===== config.mk =====
export PLATFORM = sky130hd
export DESIGN_NAME = lcd_triplex_drv
export DESIGN_NICKNAME = d
export VERILOG_FILES = /design/src/rtl/lcd_pkg.sv /design/src/rtl/lcd_serial_in.sv /design/src/rtl/lcd_frame_timer.sv /design/src/rtl/lcd_wave_gen.sv /design/src/rtl/lcd_triplex_drv.sv
export SDC_FILE = /design/constraint.sdc
export NUM_CORES = 1
export LEC_CHECK = 0
export BUFFER_PORTS_ARGS = -buffer_cell sky130_fd_sc_hd__buf_2
export CELL_PAD_IN_SITES_DETAIL_PLACEMENT = 1
export CELL_PAD_IN_SITES_GLOBAL_PLACEMENT = 1
export CORE_MARGIN = 2
export CORE_UTILIZATION = 40
export CTS_CLUSTER_DIAMETER = 120
export DETAILED_ROUTE_END_ITERATION = 12
export GPL_ROUTABILITY_DRIVEN = 0
export PLACE_DENSITY_LB_ADDON = 0.05
export RECOVER_POWER = 100
export SLEW_MARGIN = 20
export SYNTH_ARGS = -nofsm -noshare
export SYNTH_HDL_FRONTEND = slang
export SYNTH_HIERARCHICAL = 1
export SYNTH_SLANG_ARGS = --single-unit

===== constraint.sdc =====
create_clock -name clk -period 1.6 [get_ports clk]
set_input_delay 0 -clock clk [delete_from_list [all_inputs] [get_ports clk]]
set_output_delay 0 -clock clk [all_outputs]
set_load 0.05 [all_outputs]

===== src/rtl/lcd_pkg.sv =====
package lcd_pkg;
    // Drive-level codes understood by the external analog buffers.
    typedef enum logic [1:0] {
        LVL_GND  = 2'd0,
        LVL_LOW  = 2'd1,
        LVL_HIGH = 2'd2,
        LVL_FULL = 2'd3
    } lvl_e;
endpackage


===== src/rtl/lcd_serial_in.sv =====
module lcd_serial_in #(
    parameter int W = 36
) (
    input  logic         clk,
    input  logic         rst_n,
    input  logic         cs_n,
    input  logic         ser_clk,
    input  logic         ser_in,
    output logic         ser_out,
    output logic [W-1:0] map_o
);
    typedef struct packed {
        logic [2:0]   sk;
        logic [1:0]   di;
        logic [2:0]   cs;
        logic [W-1:0] sh;
        logic [W-1:0] lat;
    } st_t;

    st_t st_d, st_q;
    logic sk_rise, cs_act, cs_rise;

    always_comb begin
        st_d    = st_q;
        sk_rise = st_q.sk[1] & ~st_q.sk[2];
        cs_act  = ~st_q.cs[1];
        cs_rise = st_q.cs[1] & ~st_q.cs[2];
        st_d.sk = {st_q.sk[1:0], ser_clk};
        st_d.di = {st_q.di[0], ser_in};
        st_d.cs = {st_q.cs[1:0], cs_n};
        if (sk_rise && cs_act) begin
            st_d.sh = {st_q.sh[W-2:0], st_q.di[1]};
        end
        if (cs_rise) begin
            st_d.lat = st_q.sh;
        end
    end

    always_ff @(posedge clk or negedge rst_n) begin
        if (!rst_n) begin
            st_q     <= '0;
            st_q.cs  <= 3'b111;
        end else begin
            st_q <= st_d;
        end
    end

    assign ser_out = st_q.sh[W-1];
    assign map_o   = st_q.lat;

    AST_SHIFT_GATED: assert property (@(posedge clk) disable iff (!rst_n)
        !cs_act |=> $stable(st_q.sh));
    AST_LATCH_HOLD: assert property (@(posedge clk) disable iff (!rst_n)
        !cs_rise |=> $stable(st_q.lat));
endmodule


===== src/rtl/lcd_frame_timer.sv =====
module lcd_frame_timer #(
    parameter int N_COM     = 3,
    parameter int PHASE_LEN = 32
) (
    input  logic                                   clk,
    input  logic                                   rst_n,
    output logic [(N_COM > 1 ? $clog2(N_COM) : 1)-1:0] row_o,
    output logic                                   neg_o
);
    localparam int RW = (N_COM > 1) ? $clog2(N_COM) : 1;
    localparam int CW = (PHASE_LEN > 1) ? $clog2(PHASE_LEN) : 1;

    typedef struct packed {
        logic [CW-1:0] cyc;
        logic [RW-1:0] row;
        logic          neg;
    } st_t;

    st_t st_d, st_q;
    logic last_cyc;

    always_comb begin
        st_d     = st_q;
        last_cyc = (st_q.cyc == CW'(PHASE_LEN - 1));
        if (last_cyc) begin
            st_d.cyc = '0;
            if (st_q.row == RW'(N_COM - 1)) begin
                st_d.row = '0;
                st_d.neg = ~st_q.neg;
            end else begin
                st_d.row = st_q.row + 1'b1;
            end
        end else begin
            st_d.cyc = st_q.cyc + 1'b1;
        end
    end

    always_ff @(posedge clk or negedge rst_n) begin
        if (!rst_n) st_q <= '0;
        else        st_q <= st_d;
    end

    assign row_o = st_q.row;
    assign neg_o = st_q.neg;

    AST_ROW_RANGE: assert property (@(posedge clk) disable iff (!rst_n)
        st_q.row < RW'(N_COM));
    AST_PHASE_STEADY: assert property (@(posedge clk) disable iff (!rst_n)
        !last_cyc |=> ($stable(st_q.row) && $stable(st_q.neg)));
endmodule


===== src/rtl/lcd_wave_gen.sv =====
module lcd_wave_gen
    import lcd_pkg::*;
#(
    parameter int N_COM = 3,
    parameter int N_SEG = 12,
    parameter int RW    = 2
) (
    input  logic [RW-1:0]          row_i,
    input  logic                   neg_i,
    input  logic [N_COM*N_SEG-1:0] map_i,
    output logic [2*N_COM-1:0]     bp_o,
    output logic [2*N_SEG-1:0]     seg_o
);
    logic [N_SEG-1:0] row_bits;

    always_comb begin
        row_bits = '0;
        for (int c = 0; c < N_COM; c++) begin
            if (row_i == RW'(c)) row_bits = map_i[c*N_SEG +: N_SEG];
        end
    end

    for (genvar k = 0; k < N_COM; k++) begin : g_bp
        always_comb begin
            if (row_i == RW'(k)) bp_o[2*k +: 2] = neg_i ? LVL_GND  : LVL_FULL;
            else                 bp_o[2*k +: 2] = neg_i ? LVL_HIGH : LVL_LOW;
        end
    end

    for (genvar s = 0; s < N_SEG; s++) begin : g_seg
        always_comb begin
            if (row_bits[s]) seg_o[2*s +: 2] = neg_i ? LVL_FULL : LVL_GND;
            else             seg_o[2*s +: 2] = neg_i ? LVL_LOW  : LVL_HIGH;
        end
    end
endmodule


===== src/rtl/lcd_triplex_drv.sv =====
module lcd_triplex_drv
    import lcd_pkg::*;
#(
    parameter int N_COM     = 3,
    parameter int N_SEG     = 12,
    parameter int PHASE_LEN = 32
) (
    input  logic                 clk,
    input  logic                 rst_n,
    input  logic                 cs_n,
    input  logic                 ser_clk,
    input  logic                 ser_in,
    output logic                 ser_out,
    output logic [2*N_COM-1:0]   bp_lvl,
    output logic [2*N_SEG-1:0]   seg_lvl
);
    localparam int W  = N_COM * N_SEG;
    localparam int RW = (N_COM > 1) ? $clog2(N_COM) : 1;

    logic [W-1:0]  map;
    logic [RW-1:0] row;
    logic          neg;

    lcd_serial_in #(.W(W)) i_ser (
        .clk(clk), .rst_n(rst_n), .cs_n(cs_n), .ser_clk(ser_clk),
        .ser_in(ser_in), .ser_out(ser_out), .map_o(map)
    );

    lcd_frame_timer #(.N_COM(N_COM), .PHASE_LEN(PHASE_LEN)) i_tmr (
        .clk(clk), .rst_n(rst_n), .row_o(row), .neg_o(neg)
    );

    lcd_wave_gen #(.N_COM(N_COM), .N_SEG(N_SEG), .RW(RW)) i_wav (
        .row_i(row), .neg_i(neg), .map_i(map), .bp_o(bp_lvl), .seg_o(seg_lvl)
    );

    // Checker views: which backplanes sit at a rail, and segment polarity bits.
    logic [N_COM-1:0] bp_rail;
    logic [N_COM-1:0] bp_mid_ok;
    logic [N_SEG-1:0] seg_lsb;
    always_comb begin
        for (int k = 0; k < N_COM; k++) begin
            bp_rail[k]   = (bp_lvl[2*k +: 2] == LVL_GND) || (bp_lvl[2*k +: 2] == LVL_FULL);
            bp_mid_ok[k] = bp_rail[k] ||
                           (bp_lvl[2*k +: 2] == (neg ? LVL_HIGH : LVL_LOW));
        end
        for (int s = 0; s < N_SEG; s++) seg_lsb[s] = seg_lvl[2*s];
    end

    AST_ONE_RAIL_BP: assert property (@(posedge clk) disable iff (!rst_n)
        $onehot(bp_rail));
    AST_BP_MID_LEVEL: assert property (@(posedge clk) disable iff (!rst_n)
        &bp_mid_ok);
    AST_SEG_POLARITY: assert property (@(posedge clk) disable iff (!rst_n)
        (neg ? (&seg_lsb) : !(|seg_lsb)));
    AST_POLARITY_FLIP: assert property (@(posedge clk) disable iff (!rst_n)
        $changed(neg) |-> $changed(seg_lsb[0]));
endmodule


==> results.toml, run 1 <==
[timing]
relSlewSlack_pct = 54.0
fin_crit_sh_pct = 112
fin_ws_ps = -187
whs_ps = 205
period_minus_slack_ps = 1790
maxSlewViolCount = 0
finalHoldViolCount = 0
rsz0062_at_grt = "true"
max_freq_mhz = 559
worst_slew_pin_slew_ps = 690
fin_skew_ps = 9.57
finalSetupViolCount = 19

[floorplan]
core_area_um2 = 10900
dieArea_um2 = 12100
die_y_um = 110
start_util_pct = 41.1
die_x_um = 110
rows = 38
io_pins = 36

[global_route]
antenna_found_initial = 0
grt_use_met3_pct = 3.56
grt_pass1_vias = 2292
grtUsageMet1_pct = 18.7
overflow = 0
grt_use_met2_pct = 22.1
busiest_layer = "met2"
grt_max_degree = 44
grt_usage_pct = 14.2
grt_pass1_wl_um = 12700

[power]
power.internal_uw = 3520
switching_power_uw = 1090
p_seq_share_pct = 56.0
power.density_cell_area_nw_per_um2 = 916
pwr-share-comb_pct = 10.0
vdd.ir_drop.worst_mv = 0.639
power_switching_share_pct = 23.6
leakage_uw = 0.00235
clkPwrFrac_pct = 34.0

[synthesis]
ys_seq_area_share_pct = 49.3
syn_inst = 312
ys_seq_elements = 88
syn-cell-area_um2 = 4480
synth_async_sr_flop_share_pct = 100
ys.flop_type = "dfrtp_1"
synth_cell_types = 28
syn_nets = 325
synth-edff-count = 0
syn_area_per_cell_um2 = 14.3
yosysWarnings = 6

[clocking]
clk_path_buf_depth = 2
htree_levels = 3
root_buffer = "clkbuf_8"
cts.clk_slew.worst_paths_ps = 80
clkLatencyLatePin_ps = 360
tritoncts = "built"
cts_buffers = 9
cts_sinks = 88

[routing]
vias = 2193
first_iter_violations = 46
first_pass_iters = 2
route.detailed.drc = 0
totalWireLength_um = 7820
post_drt_wl_per_cell_um = 16.8
via_per_inst = 4.72
antenna_left = 0

[placed_design]
portBuffers = 35
hpwlAfterDp_um = 5170
post_dp_cell_area_um2 = 4530
place_ws_ps = 26.2

[worst_setup_path]
startpoint = "i_tmr/row_o[1]"
r2r.worst_path.cells = 3
crit_type = "flop to output port"
critPathArrivalTime_ps = 1790
r2r-start = "i_ser/st_d[74]"
crit_required_ps = 1600
startpoint_type = "flop"
rr_endpoint = "i_ser/st_q[39]"
rrSetupSlack_ps = -10
end_kind = "output port"
critPathMaxFanout = 5
crit_end = "bp_lvl[0]"

[outcome]
status = "complete, but fails checks"
violations = "setup timing"

[hold_path]
hp-class = "input pin to asynchronous set/reset pin"

[finish]
layout-drive-gt1-share_pct = 57.5
antenna_cells = 0
stdcell_area_um2 = 5030
synthToLayoutAreaGrowth_pct = 12.4
fin_nets = 333
fill_cells = 1078

[job]
drv_cap = 0
==> synth_stat cells (3+ instances only) <==
library cell | n | share of area [%]
buf_12 | 3 | 1.3
buf_2 | 4 | 0.45
buf_4 | 51 | 8.6
buf_6 | 6 | 1.5
dfrtp_1 | 85 | 48
dfstp_2 | 3 | 1.8
ha_1 | 8 | 2.2
inv_1 | 6 | 0.50
mux2_2 | 13 | 3.3
mux2_4 | 60 | 20
mux2i_1 | 13 | 2.9
nand2b_1 | 3 | 0.42
nand3b_1 | 13 | 2.2
nor2_1 | 4 | 0.34
o21ai_0 | 6 | 0.67
o21ai_2 | 7 | 1.4
or2_2 | 3 | 0.42
xnor2_1 | 14 | 2.7
==> power by group through the flow <==
stage / sequential [uW] / clock, uW / combinational, uW
detailed placement: 2630 / 0 / 468
CTS: 2580 / 1660 / 484
global placement: 2620 / 0 / 459
finish: 2580 / 1560 / 462
global route: 2610 / 1730 / 505
floorplan: 2560 / 0 / 502
==> flip-flops by register name (all words and copies together) (netlist names) <==
name / count
i_ser/map_o: 36
i_ser/ser_out: 1
i_ser/st_d: 5
i_ser/st_q: 38
i_tmr/neg_o: 1
i_tmr/row_o: 2
i_tmr/st_q: 5
==> cell type report <==
class / instances / area (um^2) / share of cell area [%]
clock buffer: 13 / 159 / 3.16
sequential: 88 / 2210 / 43.9
tap: 140 / 175 / 3.48
inverter: 6 / 22.5 / 0.448
clock inverter: 3 / 40.0 / 0.796
multi-input combinational: 151 / 1840 / 36.5
timing repair buffer: 64 / 587 / 11.7
==> critical path, cell delays in order (launching register included) <==
cell and delay, ps:
dfrtp_2 460, buf_12 150, clkbuf_16 150, nor2_4 110
inv_2 40, ha_2 150, or2_4 230, buf_8 150
==> per-stage QoR <==
step | instances | util (%) | total power [uW] | setup TNS, ps
floorplan | 312 | - | 3060 | -958
global placement | 434 | 41.6 | 3080 | 0
detailed placement | 434 | 41.6 | 3090 | 0
CTS | 454 | 44.9 | 4720 | -1580
global route | 465 | 46.2 | 4840 | -5250
finish | 465 | 46.2 | 4610 | -1960
==> cells by family after synthesis <==
| family | count (synthesis) | share of synthesized area (%) |
|---|---|---|
| compound gates | 13 | 2.04 |
| xor+xnor | 14 | 2.74 |
| fa+ha+maj | 8 | 2.24 |
| buf+inv | 73 | 12.9 |
| flops | 88 | 49.3 |
| mux | 86 | 26.3 |
| simple gates | 30 | 4.47 |
==> worst min-delay path by stage <==
stage / startpoint / end / slack [ps] / cells after the start
floorplan: rst_n / i_ser/map_o[0] / -300 / 0
global placement: rst_n / i_ser/map_o[15] / -50 / 1
detailed placement: rst_n / i_ser/map_o[15] / -50 / 1
CTS: rst_n / i_tmr/neg_o / 80 / 2
global route: ser_in / i_ser/st_d[76] / 260 / 2
finish: rst_n / i_ser/map_o[15] / 200 / 2
==> routing by layer <==
layer / vias to the layer above / routed length (um)
met5: - / 0
met4: 0 / 156
li1: 1024 / -
met1: 1129 / 3750
met2: 28 / 3720
met3: 12 / 194
==> layout by cell type (no fill, tap or decap), types with 2 or more instances in the layout <==
cell type / n
clkinv_2: 2
or2_4: 2
dlygate4sd3_1: 4
buf_4: 16
xnor2_2: 8
clkbuf_2: 15
dfrtp_2: 3
clkbuf_4: 2
mux2_4: 60
nand3b_1: 13
dfstp_2: 2
buf_2: 3
buf_6: 14
ha_2: 4
inv_2: 2
mux2i_1: 7
buf_8: 5
clkbuf_1: 3
dfrtp_1: 82
inv_1: 4
nor2_1: 3
o21ai_2: 8
o21ai_1: 4
ha_1: 3
mux2_2: 13
mux2i_2: 6
buf_12: 3
clkbuf_8: 11
xnor2_1: 5
==> what timing repair did <==
item,4_1_cts,5_1_grt
setup endpoints to repair,18,20
endpoints found under the hold margin,88,0
buffers inserted,0,9
pin swaps,1,3
cloned,0,2
hold buffers,4,0
gates resized for setup,41,27
(Power assumes the default switching activity.)
==> run 2: changes to the inputs <==
RECOVER_POWER = 25   (was 100)
SETUP_SLACK_MARGIN = 0.5   (was not set)
==> run 2 against run 1 <==
  * The run still ends with setup timing left
  * Largest cell class is now multi-input gates
  * Cell count is 6.7% higher
  * Wire length rose by 26%
  * Clock skew is 0.91 ps higher
  * First-iteration DRC count increased by 43%
  * Register-to-register slack gained 140 ps
  * Design area grew 25%
  * Global-route usage increased by 4.2 points
==> results.toml, run 2 (synthesis results as in run 1) <==
[outcome]
status = "complete, but fails checks"
violations = "setup timing"

[floorplan]
rows = 38
dieArea_um2 = 12100
io_pins = 36
start_util_pct = 41.1
core_area_um2 = 10900
die_y_um = 110
die_x_um = 110

[routing]
post_drt_wl_per_cell_um = 19.9
first_iter_violations = 66
antenna_left = 0
vias = 2359
first_pass_iters = 3
route.detailed.drc = 0
totalWireLength_um = 9870
via_per_inst = 4.76

[finish]
fin_nets = 364
mostFrequentLayoutCells = "82 x dfrtp_1, 73 x mux2_4, 29 x buf_6"
top_register = "i_ser/st_q"
final_util_pct = 57.7
layout.cells.non_filler = 496
synthToLayoutAreaGrowth_pct = 40.2
largest_reg_flops = 38
antenna_cells = 0
mostFrequentLayoutCell = "dfrtp_1"
layout-drive-gt1-share_pct = 68.0

[placed_design]
dpl.cell_count = 434
hpwlAfterDp_um = 5600
portBuffers = 35

[hold_path]
hp-class = "input pin to asynchronous set/reset pin"

[timing]
max_freq_mhz = 574
fin_crit_sh_pct = 109
fin_ws_ps = -141
rsz0062_at_grt = "true"
fin_skew_ps = 10.5
finalHoldViolCount = 0
period_minus_slack_ps = 1740
maxSlewViolCount = 0
relSlewSlack_pct = 51.3
worst_slew_pin_slew_ps = 731
finalSetupViolCount = 15

[clocking]
root_buffer = "clkbuf_8"
clk_path_buf_depth = 2
clkLatencyLatePin_ps = 370
tritoncts = "built"
cts.clk_slew.worst_paths_ps = 90
cts_sinks = 88
cts_buffers = 9
htree_levels = 3

[global_route]
overflow = 0
grt_max_degree = 44
antenna_found_initial = 0
grt_pass1_vias = 2626
grt_usage_pct = 18.5
grt_pass1_wl_um = 15900

[power]
leakage_uw = 0.00279
power.density_cell_area_nw_per_um2 = 770
vdd.ir_drop.worst_mv = 0.737

[worst_setup_path]
startpoint_type = "flop"
critPathArrivalTime_ps = 1740
critPathMaxFanout = 14
crit_type = "flop to output port"
crit_required_ps = 1600
end_kind = "output port"

[job]
drv_cap = 0
run 2: cell count changes in the layout (fill, tap and decap cells not counted), sizes merged:
cell / previous run / this run
buf: 41 / 88
clkbuf: 32 / 13
inv: 6 / 9
clkinvlp: 0 / 2
bufinv: 1 / 0
clkinv: 2 / 1
run 2: metrics by stage:
stage / area [um^2] / hold WS (ps) / setup TNS, ps / total power, uW / setup slack [ps]
after floorplan: 4990 / -296 / 0 / 3150 / 154
after global placement: 4880 / -37.4 / 0 / 3220 / 89.0
after detailed placement: 4880 / -39.2 / 0 / 3230 / 53.1
after CTS: 6180 / 101 / -2000 / 4880 / -173
after global routing: 6280 / 249 / -2610 / 5080 / -217
final: 6280 / 216 / -1450 / 4830 / -141
run 2: layer usage:
metal / vias to the layer above / share of wire [%] / routed length, um / global-route usage [%]
li1: 1087 / - / - / -
met1: 1232 / 45 / 4490 / 24.8
met2: 33 / 51 / 5070 / 30.1
met3: 7 / 2.5 / 243 / 4.62
met4: 0 / 0.73 / 72 / 4.07
met5: - / 0 / 0 / 0
run 2: power by group:
part / internal [uW] / switching (uW) / total (uW)
logic: 477 / 250 / 727
registers: 2430 / 199 / 2630
clock network: 627 / 849 / 1480
run 2: final timing paths:
kind | cells after the start | endpoint | slack, ps | from
max | 6 | seg_lvl[13] | -140 | i_tmr/row_o[1]
min | 2 | i_ser/st_q[56] | 220 | rst_n
max reg2reg | 5 | i_ser/map_o[33] | 130 | i_ser/st_d[74]
min reg2reg | 0 | i_ser/st_d[79] | 350 | i_ser/st_d[78]
max in group asynchronous | 3 | i_ser/st_q[61] | 250 | rst_n
min in group clk | 2 | i_ser/st_d[73] | 280 | cs_n
run 2: cell type report:
class	instances	area (um^2)
Clock buffer	10	138
Clock inverter	6	47.5
Fill cell	978	4610
Inverter	6	38.8
Multi-Input combinational cell	151	2240
Sequential cell	88	2210
Tap cell	140	175
Timing Repair Buffer	95	1430
run 2: worst max-delay path: stages (launching register included):
cell     delay (ps)
dfrtp_2         460
buf_12          170
mux2i_1         130
buf_4           140
o21ai_4         170
xnor2_4         140
buf_6           170
run 2: repair_timing:
action,CTS,global route
cloned,12,0
hold endpoints to repair,88,0
hold buffers,4,0
pin swaps,14,4
buffers inserted,29,1
setup endpoints to repair,111,109
resized for setup,139,19
==> run 3: changes to the inputs <==
BUFFER_PORTS_ARGS = not set   (was -buffer_cell sky130_fd_sc_hd__buf_2)
CTS_BUF_LIST = sky130_fd_sc_hd__clkbuf_4 sky130_fd_sc_hd__clkbuf_8   (was not set)
DONT_BUFFER_PORTS = 1   (was not set)
PLACE_DENSITY_LB_ADDON = 0.1   (was 0.05)
==> run 3 against run 2 <==
  * The flow finishes with violations (hold timing, setup timing)
  * Critical endpoint is now seg_lvl[23]
  * Global-route usage is 2.1 points lower
  * Highest routed layer unchanged
  * Clock skew is 4.1 ps lower
  * Largest cell class is now sequential cells
  * Setup slack better by 6.5 ps
==> results.toml, run 3 (synthesis results as in run 1) <==
[outcome]
status = "complete, but fails checks"
violations = "hold timing, setup timing"

[timing]
finalSetupViolCount = 16
fin_crit_sh_pct = 108
period_minus_slack_ps = 1730
rsz0062_at_grt = "true"
relSlewSlack_pct = 81.7
final.setup.tns_ps = -1600
whs_ps = -670
maxSlewViolCount = 0
finalHoldViolCount = 88
worst_slew_pin_slew_ps = 268
fin_skew_ps = 6.37
max_freq_mhz = 577
fin_ws_ps = -134

[placed_design]
hpwlAfterDp_um = 4800
post_dp_cell_area_um2 = 4920
portBuffers = 0
dpl.cell_count = 409

[hold_path]
hp-class = "input pin to asynchronous set/reset pin"

[floorplan]
io_pins = 36
rows = 38
dieArea_um2 = 12100
start_util_pct = 41.1
die_y_um = 110
core_area_um2 = 10900
die_x_um = 110

[routing]
via_per_inst = 4.90
totalWireLength_um = 9100
post_drt_wl_per_cell_um = 19.4
route.detailed.drc = 0
first_pass_iters = 4
vias = 2293
antenna_left = 0
first_iter_violations = 59

[finish]
mostFrequentLayoutCells = "82 x dfrtp_1, 73 x mux2_4, 24 x buf_12"
fill_cells = 985
layout.cells.non_filler = 468
stdcell_area_um2 = 5920
antenna_cells = 0
mostFrequentLayoutCell = "dfrtp_1"
layout-drive-gt1-share_pct = 65.2
top_register = "i_ser/st_q"
fin_nets = 336
synthToLayoutAreaGrowth_pct = 32.2
largest_reg_flops = 38

[global_route]
grt_pass1_wl_um = 14300
grt_max_degree = 89
grt_usage_pct = 16.4
antenna_found_initial = 0
grt_pass1_vias = 2454
overflow = 0

[clocking]
clkLatencyLatePin_ps = 350
clk_path_buf_depth = 2
cts_buffers = 9
cts_sinks = 88
root_buffer = "clkbuf_8"
tritoncts = "built"
hold_buffers = 3
cts.clk_slew.worst_paths_ps = 90
htree_levels = 3

[power]
power.density_cell_area_nw_per_um2 = 819
leakage_uw = 0.00264
vdd.ir_drop.worst_mv = 0.493
power_uw = 4850

[worst_setup_path]
end_kind = "output port"
crit_type = "flop to output port"
critPathArrivalTime_ps = 1730
critPathMaxFanout = 15
crit_required_ps = 1600
startpoint_type = "flop"

[job]
drv_cap = 0
[run 3: worst max-delay path: stages, from the launching register on]
cell and delay, ps:
dfrtp_2 450, buf_12 170, mux2i_1 120, buf_4 150
o21ai_4 180, xnor2_4 150, buf_12 150
[run 3: layout make-up]
type                            count  area (um^2)  share of cell area, %
Clock buffer                       11          145                   2.45
Clock inverter                      5         56.3                  0.952
Inverter                            6         38.8                  0.656
Multi-Input combinational cell    151         2170                   36.7
Sequential cell                    88         2210                   37.4
Tap cell                          140          175                   2.96
Timing Repair Buffer               67         1120                   18.9
[run 3: worst paths after layout]
check | start | to | slack (ps) | cells after the start
hold reg to reg | i_ser/st_d[78] | i_ser/st_d[79] | 360 | 0
hold / removal | rst_n | i_ser/map_o[2] | -670 | 0
setup / recovery | i_tmr/row_o[1] | seg_lvl[23] | -130 | 6
max in group asynchronous | rst_n | i_ser/st_d[74] | 2080 | 0
min in group clk | cs_n | i_ser/st_d[73] | 180 | 1
setup reg to reg | i_ser/st_d[74] | i_ser/st_q[67] | 90 | 5
[run 3: report_power, final]
group | internal [uW] | switching [uW] | total (uW)
Clock | 780 | 791 | 1570
Combinational | 453 | 207 | 660
Sequential | 2430 | 188 | 2620
[run 3: metrics by stage]
stage          util (%)  setup slack [ps]
4_1_cts            52.8              -149
3_5_place_dp       45.2               141
2_1_floorplan         -               154
3_3_place_gp       45.2               164
6_report           54.3              -134
5_1_grt            54.3              -204
[run 3: repair_timing]
action / in CTS / in global routing
endpoints found under the hold margin: 91 / 88
cloned: 9 / 3
setup endpoints to repair: 110 / 109
gates resized for setup: 38 / 16
setup buffers: 21 / 7
pin swaps: 4 / 6
[run 3: layer usage]
metal / wire (um) / global-route usage, % / vias up
met3: 250 / 3.56 / 8
met2: 4580 / 25.9 / 36
met4: 91 / 4.79 / 0
met1: 4170 / 22.6 / 1216
li1: - / - / 1033
met5: 0 / 0 / -
